[src/rtl/wdt_pkg.sv]
package wdt_pkg;
  localparam int unsigned DEF_TIMEOUT = 16;
  localparam int unsigned DEF_SYNC    = 2;
endpackage

[src/rtl/wdt_sync.sv]
module wdt_sync #(
  parameter int unsigned STAGES = wdt_pkg::DEF_SYNC
) (
  input  logic clk_i,
  input  logic rst_ni,
  input  logic d_i,
  output logic q_o
);
  logic [STAGES-1:0] sr_q;

  generate
    if (STAGES == 1) begin : g_one
      always_ff @(posedge clk_i or negedge rst_ni)
        if (!rst_ni) sr_q <= '0;
        else         sr_q <= d_i;
    end else begin : g_chain
      always_ff @(posedge clk_i or negedge rst_ni)
        if (!rst_ni) sr_q <= '0;
        else         sr_q <= {sr_q[STAGES-2:0], d_i};
    end
  endgenerate

  assign q_o = sr_q[STAGES-1];
endmodule

[src/rtl/wdt_edge.sv]
module wdt_edge (
  input  logic clk_i,
  input  logic rst_ni,
  input  logic lvl_i,
  output logic edge_o
);
  logic prev_q;

  always_ff @(posedge clk_i or negedge rst_ni)
    if (!rst_ni) prev_q <= 1'b0;
    else         prev_q <= lvl_i;

  // either direction counts as activity
  assign edge_o = lvl_i ^ prev_q;


  edge_track_chk: assert property (@(posedge clk_i) disable iff (!rst_ni)
    edge_o |=> (prev_q == $past(lvl_i)));
endmodule

[src/rtl/wdt_counter.sv]
module wdt_counter #(
  parameter int unsigned TIMEOUT = wdt_pkg::DEF_TIMEOUT,
  localparam int unsigned CNT_W  = $clog2(TIMEOUT + 1)
) (
  input  logic clk_i,
  input  logic rst_ni,
  input  logic clr_i,
  output logic expired_o
);
  localparam logic [CNT_W-1:0] LIMIT = CNT_W'(TIMEOUT);

  logic [CNT_W-1:0] cnt_q;

  always_ff @(posedge clk_i or negedge rst_ni)
    if (!rst_ni)             cnt_q <= '0;
    else if (clr_i)          cnt_q <= '0;
    else if (cnt_q != LIMIT) cnt_q <= cnt_q + 1'b1;

  assign expired_o = (cnt_q == LIMIT);


  no_overflow_chk: assert property (@(posedge clk_i) disable iff (!rst_ni)
    cnt_q <= LIMIT);


  clear_chk: assert property (@(posedge clk_i) disable iff (!rst_ni)
    clr_i |=> (cnt_q == '0));


  expire_chk: assert property (@(posedge clk_i) disable iff (!rst_ni)
    (cnt_q == LIMIT - 1'b1 && !clr_i) |=> expired_o);
endmodule

[src/rtl/wdt_activity.sv]
module wdt_activity #(
  parameter int unsigned TIMEOUT     = wdt_pkg::DEF_TIMEOUT,
  parameter int unsigned SYNC_STAGES = wdt_pkg::DEF_SYNC
) (
  input  logic clk_i,
  input  logic rst_ni,
  input  logic wdi_i,
  input  logic supply_ok_i,
  input  logic sys_rst_i,
  output logic wd_n_o
);
  logic wdi_s, act_edge, clr, expired;

  wdt_sync #(.STAGES(SYNC_STAGES)) i_sync (
    .clk_i(clk_i), .rst_ni(rst_ni), .d_i(wdi_i), .q_o(wdi_s)
  );

  wdt_edge i_edge (
    .clk_i(clk_i), .rst_ni(rst_ni), .lvl_i(wdi_s), .edge_o(act_edge)
  );

  // low supply and system reset both restart the window
  assign clr = act_edge | sys_rst_i | ~supply_ok_i;

  wdt_counter #(.TIMEOUT(TIMEOUT)) i_cnt (
    .clk_i(clk_i), .rst_ni(rst_ni), .clr_i(clr), .expired_o(expired)
  );

  assign wd_n_o = supply_ok_i & ~expired;


  supply_release_chk: assert property (@(posedge clk_i) disable iff (!rst_ni)
    $rose(supply_ok_i) |-> wd_n_o);


  hold_low_chk: assert property (@(posedge clk_i) disable iff (!rst_ni)
    (!wd_n_o && !clr) |=> !wd_n_o);


  sys_rst_chk: assert property (@(posedge clk_i) disable iff (!rst_ni)
    (sys_rst_i && supply_ok_i) |=> (wd_n_o || !supply_ok_i));
endmodule

[config.mk]
export PLATFORM = sky130hd
export DESIGN_NAME = wdt_activity
export DESIGN_NICKNAME = d
export VERILOG_FILES = /design/src/rtl/wdt_pkg.sv /design/src/rtl/wdt_sync.sv /design/src/rtl/wdt_edge.sv /design/src/rtl/wdt_counter.sv /design/src/rtl/wdt_activity.sv
export SDC_FILE = /design/constraint.sdc
export NUM_CORES = 1
export LEC_CHECK = 0
export ABC_AREA = 1
export ABC_CLOCK_PERIOD_IN_PS = 4000
export BUFFER_PORTS_ARGS = -buffer_cell sky130_fd_sc_hd__buf_2
export CORE_AREA = 2 2 39 41
export DETAILED_ROUTE_END_ITERATION = 10
export DIE_AREA = 0 0 41 43
export SLEW_MARGIN = 20
export SYNTH_ARGS = -nofsm -noshare
export SYNTH_HDL_FRONTEND = slang
export SYNTH_SLANG_ARGS = --single-unit
[constraint.sdc]
create_clock -name clk_i -period 4 [get_ports clk_i]
set_clock_uncertainty 0.15 [all_clocks]
set_input_delay 0.4 -clock clk_i [delete_from_list [all_inputs] [get_ports clk_i]]
set_output_delay 0.4 -clock clk_i [all_outputs]
set_load 0.005 [all_outputs]
==> flow_metrics.py, run 1 <==
metrics = {
    "clock_tree": {
        "cts_buffer_depth": 2,
        "cts_tree": "yes",
        "clk_pin_slew_ps": 50,
        "cts-root-buf": "clkbuf_4",
        "cts.sinks": 8,
        "clk_latency_ps": 250,
        "htree_num_levels": 1,
        "numCtsBuffers": 3,
    },
    "global_route": {
        "grt_pass1_vias": 299,
        "grt_pass1_wl_um": 1100,
        "grt_max_degree": 9,
        "grt_overflow": 0,
        "grt_util_all_layers_pct": 9.45,
        "antenna_found_initial": 0,
    },
    "synth": {
        "synth_area_per_cell_um2": 8.67,
        "ys_types": 12,
        "syn_inst": 44,
        "yosys_warnings": 0,
        "ys_seq_area_share_pct": 52.5,
        "synth_nets": 51,
        "syn_area_um2": 382,
        "synth-seq-cells": 8,
    },
    "worst_setup_path": {
        "rr_startpoint": "i_cnt.cnt_q[0]",
        "start_kind": "flip-flop",
        "required_ps": 3450,
        "cp.buffers_inverters": 3,
        "r2r-end": "i_cnt.cnt_q[2]",
        "crit_fanout": 5,
        "critPathTopFamily": "flip-flops",
        "path_common_cell": "inv_1",
        "cpMaxStageDelayCell": "dfrtp_1",
        "max_stage_delay_ps": 390,
        "arrival_ps": 1270,
        "path_cells": "inv_1 > ha_1 > nand2_1 > inv_1 > a21oi_1 > buf_2",
        "r2r_cells": 4,
        "endpoint_kind": "output pin",
        "r2r_slack_ps": 2650,
        "critPathKind": "reg2out",
    },
    "cells_and_area": {
        "antennaDiodeCount": 0,
        "multiInputGateArea_um2": 155,
        "fill_cells": 144,
        "seq_area_um2": 200,
        "area_growth_pct": 20.3,
        "layout-drive-gt1-share_pct": 22.6,
        "nNetsFinal": 62,
    },
    "floorplan": {
        "io_pins": 6,
        "rows": 14,
        "fp.dieW_um": 41,
        "die_height_um": 43,
        "start_util_pct": 27.6,
        "core-area_um2": 1380,
        "dieArea_um2": 1760,
    },
    "hold_path": {
        "worstHoldEndpoint": "i_sync.sr_q[0]",
        "min_from": "wdi_i",
        "hold_path_depth": 1,
        "hp-class": "in2reg",
    },
    "route": {
        "drc_errors": 0,
        "vias": 288,
        "drt_wl_total_um": 599,
        "final_antenna_net_count": 0,
        "post_drt_via_cell_ratio": 4.17,
        "drt_iter0_drc": 2,
        "wire_per_inst_um": 8.68,
        "first_pass_iters": 2,
    },
    "timing": {
        "slew_headroom_pct": 85.8,
        "grt_setup_unrepaired": "false",
        "holdWs_ps": 112,
        "final_hold_viol_count": 0,
        "fin_crit_ps": 1820,
        "setup_viol": 0,
        "tightestPinTransition_ps": 212,
        "fmax_mhz": 549,
        "final-max-slew-violation-count": 0,
        "finalSetupTns_ps": 0,
        "period_share_pct": 45.6,
    },
    "power": {
        "power_frac_clock_pct": 38.2,
        "power_frac_seq_pct": 55.7,
        "power_switching_mw": 0.0307,
        "p_int_mw": 0.122,
        "power_frac_comb_pct": 6.0,
        "vdd_drop_max_mv": 0.188,
        "p_leak_nw": 0.224,
        "sw_frac_of_total_pct": 20.1,
        "powerDensity_nw_per_um2": 332,
    },
    "place": {
        "dp_hpwl_um": 480,
        "gp_congestion": 0.680,
        "numPortBuffers": 5,
    },
    "status": {
        "status": "finished clean",
    },
    "run": {
        "drv_cap": 0,
    },
}
[per-stage QoR]
step / utilization, % / cells / power, mW / area, um^2 / setup slack (ps)
detailed placement: 30.8 / 65 / 0.0950 / 427 / 2430
floorplan: - / 44 / 0.0902 / 382 / 2560
finish: 33.2 / 69 / 0.152 / 459 / 2180
global placement: 30.8 / 65 / 0.0948 / 427 / 2440
CTS: 33.2 / 69 / 0.157 / 459 / 2150
global route: 33.2 / 69 / 0.160 / 459 / 2080
[cell usage after synthesis]
master / number / share of area [%]
nand2_1: 9 / 8.9
nor2_2: 2 / 3.3
nand2_2: 1 / 1.6
nor2_1: 3 / 3.0
o21bai_1: 1 / 2.0
inv_1: 7 / 6.9
dfrtp_1: 8 / 52
nand4_1: 2 / 3.3
nand3_1: 5 / 6.6
ha_1: 2 / 6.6
or2_2: 1 / 1.6
a21oi_1: 3 / 3.9
[state kept, by name (all words and copies together), names as in the netlist]
signal         count
i_cnt.cnt_q        5
i_sync.sr_q        2
i_edge.prev_q      1
[cell usage in the layout (no fill, tap or decap)]
master,Yosys,routed
nand2_1,9,9
dfrtp_1,8,8
inv_1,7,7
nand3_1,5,5
buf_2,0,5
a21oi_1,3,3
nor2_1,3,3
clkbuf_4,0,3
nor2_2,2,2
nand4_1,2,2
ha_1,2,2
nand2_2,1,1
or2_2,1,1
o21bai_1,1,1
dlygate4sd3_1,0,1
[how the worst max path moves through the flow]
stage / start / endpoint / slack (ps) / cells past startpoint
floorplan: i_cnt.cnt_q[0] / wd_n_o / 2560 / 5
global placement: i_cnt.cnt_q[0] / wd_n_o / 2440 / 6
detailed placement: i_cnt.cnt_q[0] / wd_n_o / 2430 / 6
CTS: i_cnt.cnt_q[0] / wd_n_o / 2150 / 6
global route: i_cnt.cnt_q[0] / wd_n_o / 2080 / 6
finish: i_cnt.cnt_q[0] / wd_n_o / 2180 / 6
[cell families (layout without fill, tap and decap cells)]
family / count (synthesis) / in the layout / synth area share, %
and+or+nand+nor: 23 / 23 / 28.2
DFF: 8 / 8 / 52.5
adders and majority gates: 2 / 2 / 6.56
AOI/OAI and AO/OA: 4 / 4 / 5.90
buffers and inverters: 7 / 16 / 6.89
[worst register-to-register path: stages (launching register included)]
cell	delay, ps
dfrtp_1	410
ha_1	230
or2_2	290
nand3_1	100
nor2_1	50
[power by group through the flow]
| stage | clock network (mW) | registers (mW) | logic (mW) |
|---|---|---|---|
| final | 0.0582 | 0.0849 | 0.00920 |
| after global placement | 0 | 0.0862 | 0.00856 |
| after floorplan | 0 | 0.0858 | 0.00431 |
| after CTS | 0.0626 | 0.0849 | 0.00947 |
| after global routing | 0.0635 | 0.0850 | 0.0112 |
| after detailed placement | 0 | 0.0862 | 0.00877 |
[metal layers]
layer	vias to the layer above	GRT usage [%]	wire length (um)
met5	-	0	0
met4	0	8.00	0
met3	0	1.57	7
met2	2	14.4	318
met1	129	10.7	273
li1	157	-	-
[cell type report]
class / count / share of cell area [%]
clock buffers: 3 / 4.90
flip-flops and latches: 8 / 43.6
well taps: 16 / 4.36
multi-input cells: 29 / 33.8
inverters: 7 / 5.72
repair buffers: 6 / 7.63
[what timing repair did]
action | CTS | global route
setup buffers | 0 | 0
gates resized for setup | 0 | 0
hold endpoints to repair | 8 | 0
hold buffers | 1 | 0
setup endpoints to repair | 0 | 0
No activity file was read; power rests on OpenSTA's default activity.
==> inputs of run 2 (changes only) <==
ABC_CLOCK_PERIOD_IN_PS = 1800   (was 4000)
clock period = 1.8 ns   (was 4 ns; I/O delays follow)
==> flow_metrics.py, run 2 (synthesis gave the netlist of run 1 again) <==
metrics = {
    "cells_and_area": {
        "nNetsFinal": 63,
        "seq_area_um2": 200,
        "antennaDiodeCount": 0,
        "largest_reg_flops": 5,
        "finalNonFillerCells": 70,
        "largest-register": "i_cnt.cnt_q",
        "layout_commonest_cell": "nand2_1",
        "multiInputGateArea_um2": 155,
        "fill_cells": 147,
        "mostFrequentLayoutCells": "9 x nand2_1, 8 x dfrtp_1, 7 x inv_1, 5 x nand3_1, 5 x buf_2",
        "layout-drive-gt1-share_pct": 22.2,
        "area_growth_pct": 23.0,
        "reg_top3": "i_cnt.cnt_q: 5 flops, i_sync.sr_q: 2 flops, i_edge.prev_q: 1 flops",
    },
    "global_route": {
        "grt_max_degree": 9,
        "grt_pass1_wl_um": 1200,
        "grt_pass1_vias": 322,
        "antenna_found_initial": 0,
        "grt_util_all_layers_pct": 10.5,
        "grt_overflow": 0,
    },
    "floorplan": {
        "core-area_um2": 1380,
        "fp.dieW_um": 41,
        "die_height_um": 43,
        "io_pins": 6,
        "rows": 14,
        "start_util_pct": 27.6,
        "dieArea_um2": 1760,
    },
    "power": {
        "power_frac_clock_pct": 39.1,
        "vdd_drop_max_mv": 0.380,
        "power_frac_seq_pct": 54.4,
        "sw_frac_of_total_pct": 21.5,
        "power_switching_mw": 0.0744,
        "powerDensity_nw_per_um2": 738,
        "power_frac_comb_pct": 6.4,
        "p_int_mw": 0.272,
        "p_leak_nw": 0.228,
    },
    "route": {
        "final_antenna_net_count": 0,
        "post_drt_via_cell_ratio": 4.53,
        "drt_wl_total_um": 636,
        "drc_errors": 0,
        "vias": 317,
        "wire_per_inst_um": 9.09,
        "drt_iter0_drc": 1,
        "first_pass_iters": 2,
    },
    "worst_setup_path": {
        "cp.buffers_inverters": 3,
        "arrival_ps": 1290,
        "crit_fanout": 5,
        "critPathTopFamily": "flip-flops",
        "max_stage_delay_ps": 400,
        "required_ps": 1470,
        "endpoint_kind": "output pin",
        "cpMaxStageDelayCell": "dfrtp_1",
        "r2r_slack_ps": 470,
        "critPathKind": "reg2out",
        "path_cells": "inv_1 > ha_1 > nand2_1 > inv_1 > a21oi_1 > buf_2",
        "path_common_cell": "inv_1",
        "start_kind": "flip-flop",
    },
    "place": {
        "dp_cells": 65,
        "numPortBuffers": 5,
        "gp_congestion": 0.732,
        "dp_hpwl_um": 511,
        "pre_cts_ws_ps": 446,
    },
    "timing": {
        "fin_crit_ps": 1620,
        "slew_headroom_pct": 85.0,
        "finalSetupTns_ps": 0,
        "fmax_mhz": 617,
        "finalWorstSetupSlack_ps": 179,
        "tightestPinTransition_ps": 225,
        "period_share_pct": 90.1,
        "final_hold_viol_count": 0,
        "setup_viol": 0,
        "grt_setup_unrepaired": "false",
        "final-max-slew-violation-count": 0,
    },
    "clock_tree": {
        "clk_pin_slew_ps": 50,
        "clk_latency_ps": 250,
        "numCtsBuffers": 3,
        "htree_num_levels": 1,
        "postCtsSetupBuffers": 0,
        "cts-root-buf": "clkbuf_4",
        "cts_buffer_depth": 2,
        "cts.sinks": 8,
        "cts_tree": "yes",
    },
    "status": {
        "status": "finished clean",
    },
    "run": {
        "drv_cap": 0,
    },
    "hold_path": {
        "hp-class": "in2reg",
    },
}
[run 2: worst reg2reg max path, delay by kind of cell, from the launching register on]
kind	cells	cell delay, ps
simple gates	3	410
fa+ha+maj	1	240
flops	1	420
[run 2: path summary, 6_finish.rpt]
kind | depth (start not counted) | endpoint | startpoint
setup reg to reg | 4 | i_cnt.cnt_q[2] | i_cnt.cnt_q[0]
setup / recovery | 6 | wd_n_o | i_cnt.cnt_q[0]
hold / removal | 4 | i_cnt.cnt_q[0] | sys_rst_i
max in group asynchronous | 2 | i_sync.sr_q[1] | rst_ni
hold reg to reg | 0 | i_sync.sr_q[1] | i_sync.sr_q[0]
min in group asynchronous | 2 | i_cnt.cnt_q[0] | rst_ni
[run 2: what timing repair did]
action	4_1_cts	5_1_grt
hold buffers	2	0
endpoints found under the hold margin	9	0
gates resized for setup	0	0
[run 2: metal layers]
layer / vias up / wire (um) / global-route usage, %
li1: 162 / - / -
met1: 145 / 294 / 11.6
met2: 5 / 284 / 15.0
met3: 5 / 23 / 3.14
met4: 0 / 34 / 10.0
met5: - / 0 / 0
[run 2: stage by stage]
step	power (mW)	cell area [um^2]	hold slack [ps]	utilization, %
finish	0.346	469	145	33.9
floorplan	0.200	382	-266	-
global placement	0.211	427	-118	30.8
detailed placement	0.211	427	-118	30.8
global route	0.369	469	174	33.9
CTS	0.356	469	139	33.9
[run 2: final cells by class]
| type | count | area share (%) |
|---|---|---|
| clock buffer | 3 | 4.80 |
| inverter | 7 | 5.60 |
| multi-input combinational | 29 | 33.1 |
| sequential | 8 | 42.7 |
| tap | 16 | 4.27 |
| timing repair buffer | 7 | 9.60 |
[run 2: power groups by stage]
stage	sequential [mW]	combinational, mW	clock, mW
global route	0.189	0.0272	0.152
global placement	0.191	0.0194	0
CTS	0.188	0.0230	0.145
detailed placement	0.192	0.0197	0
floorplan	0.191	0.00959	0
finish	0.188	0.0223	0.136
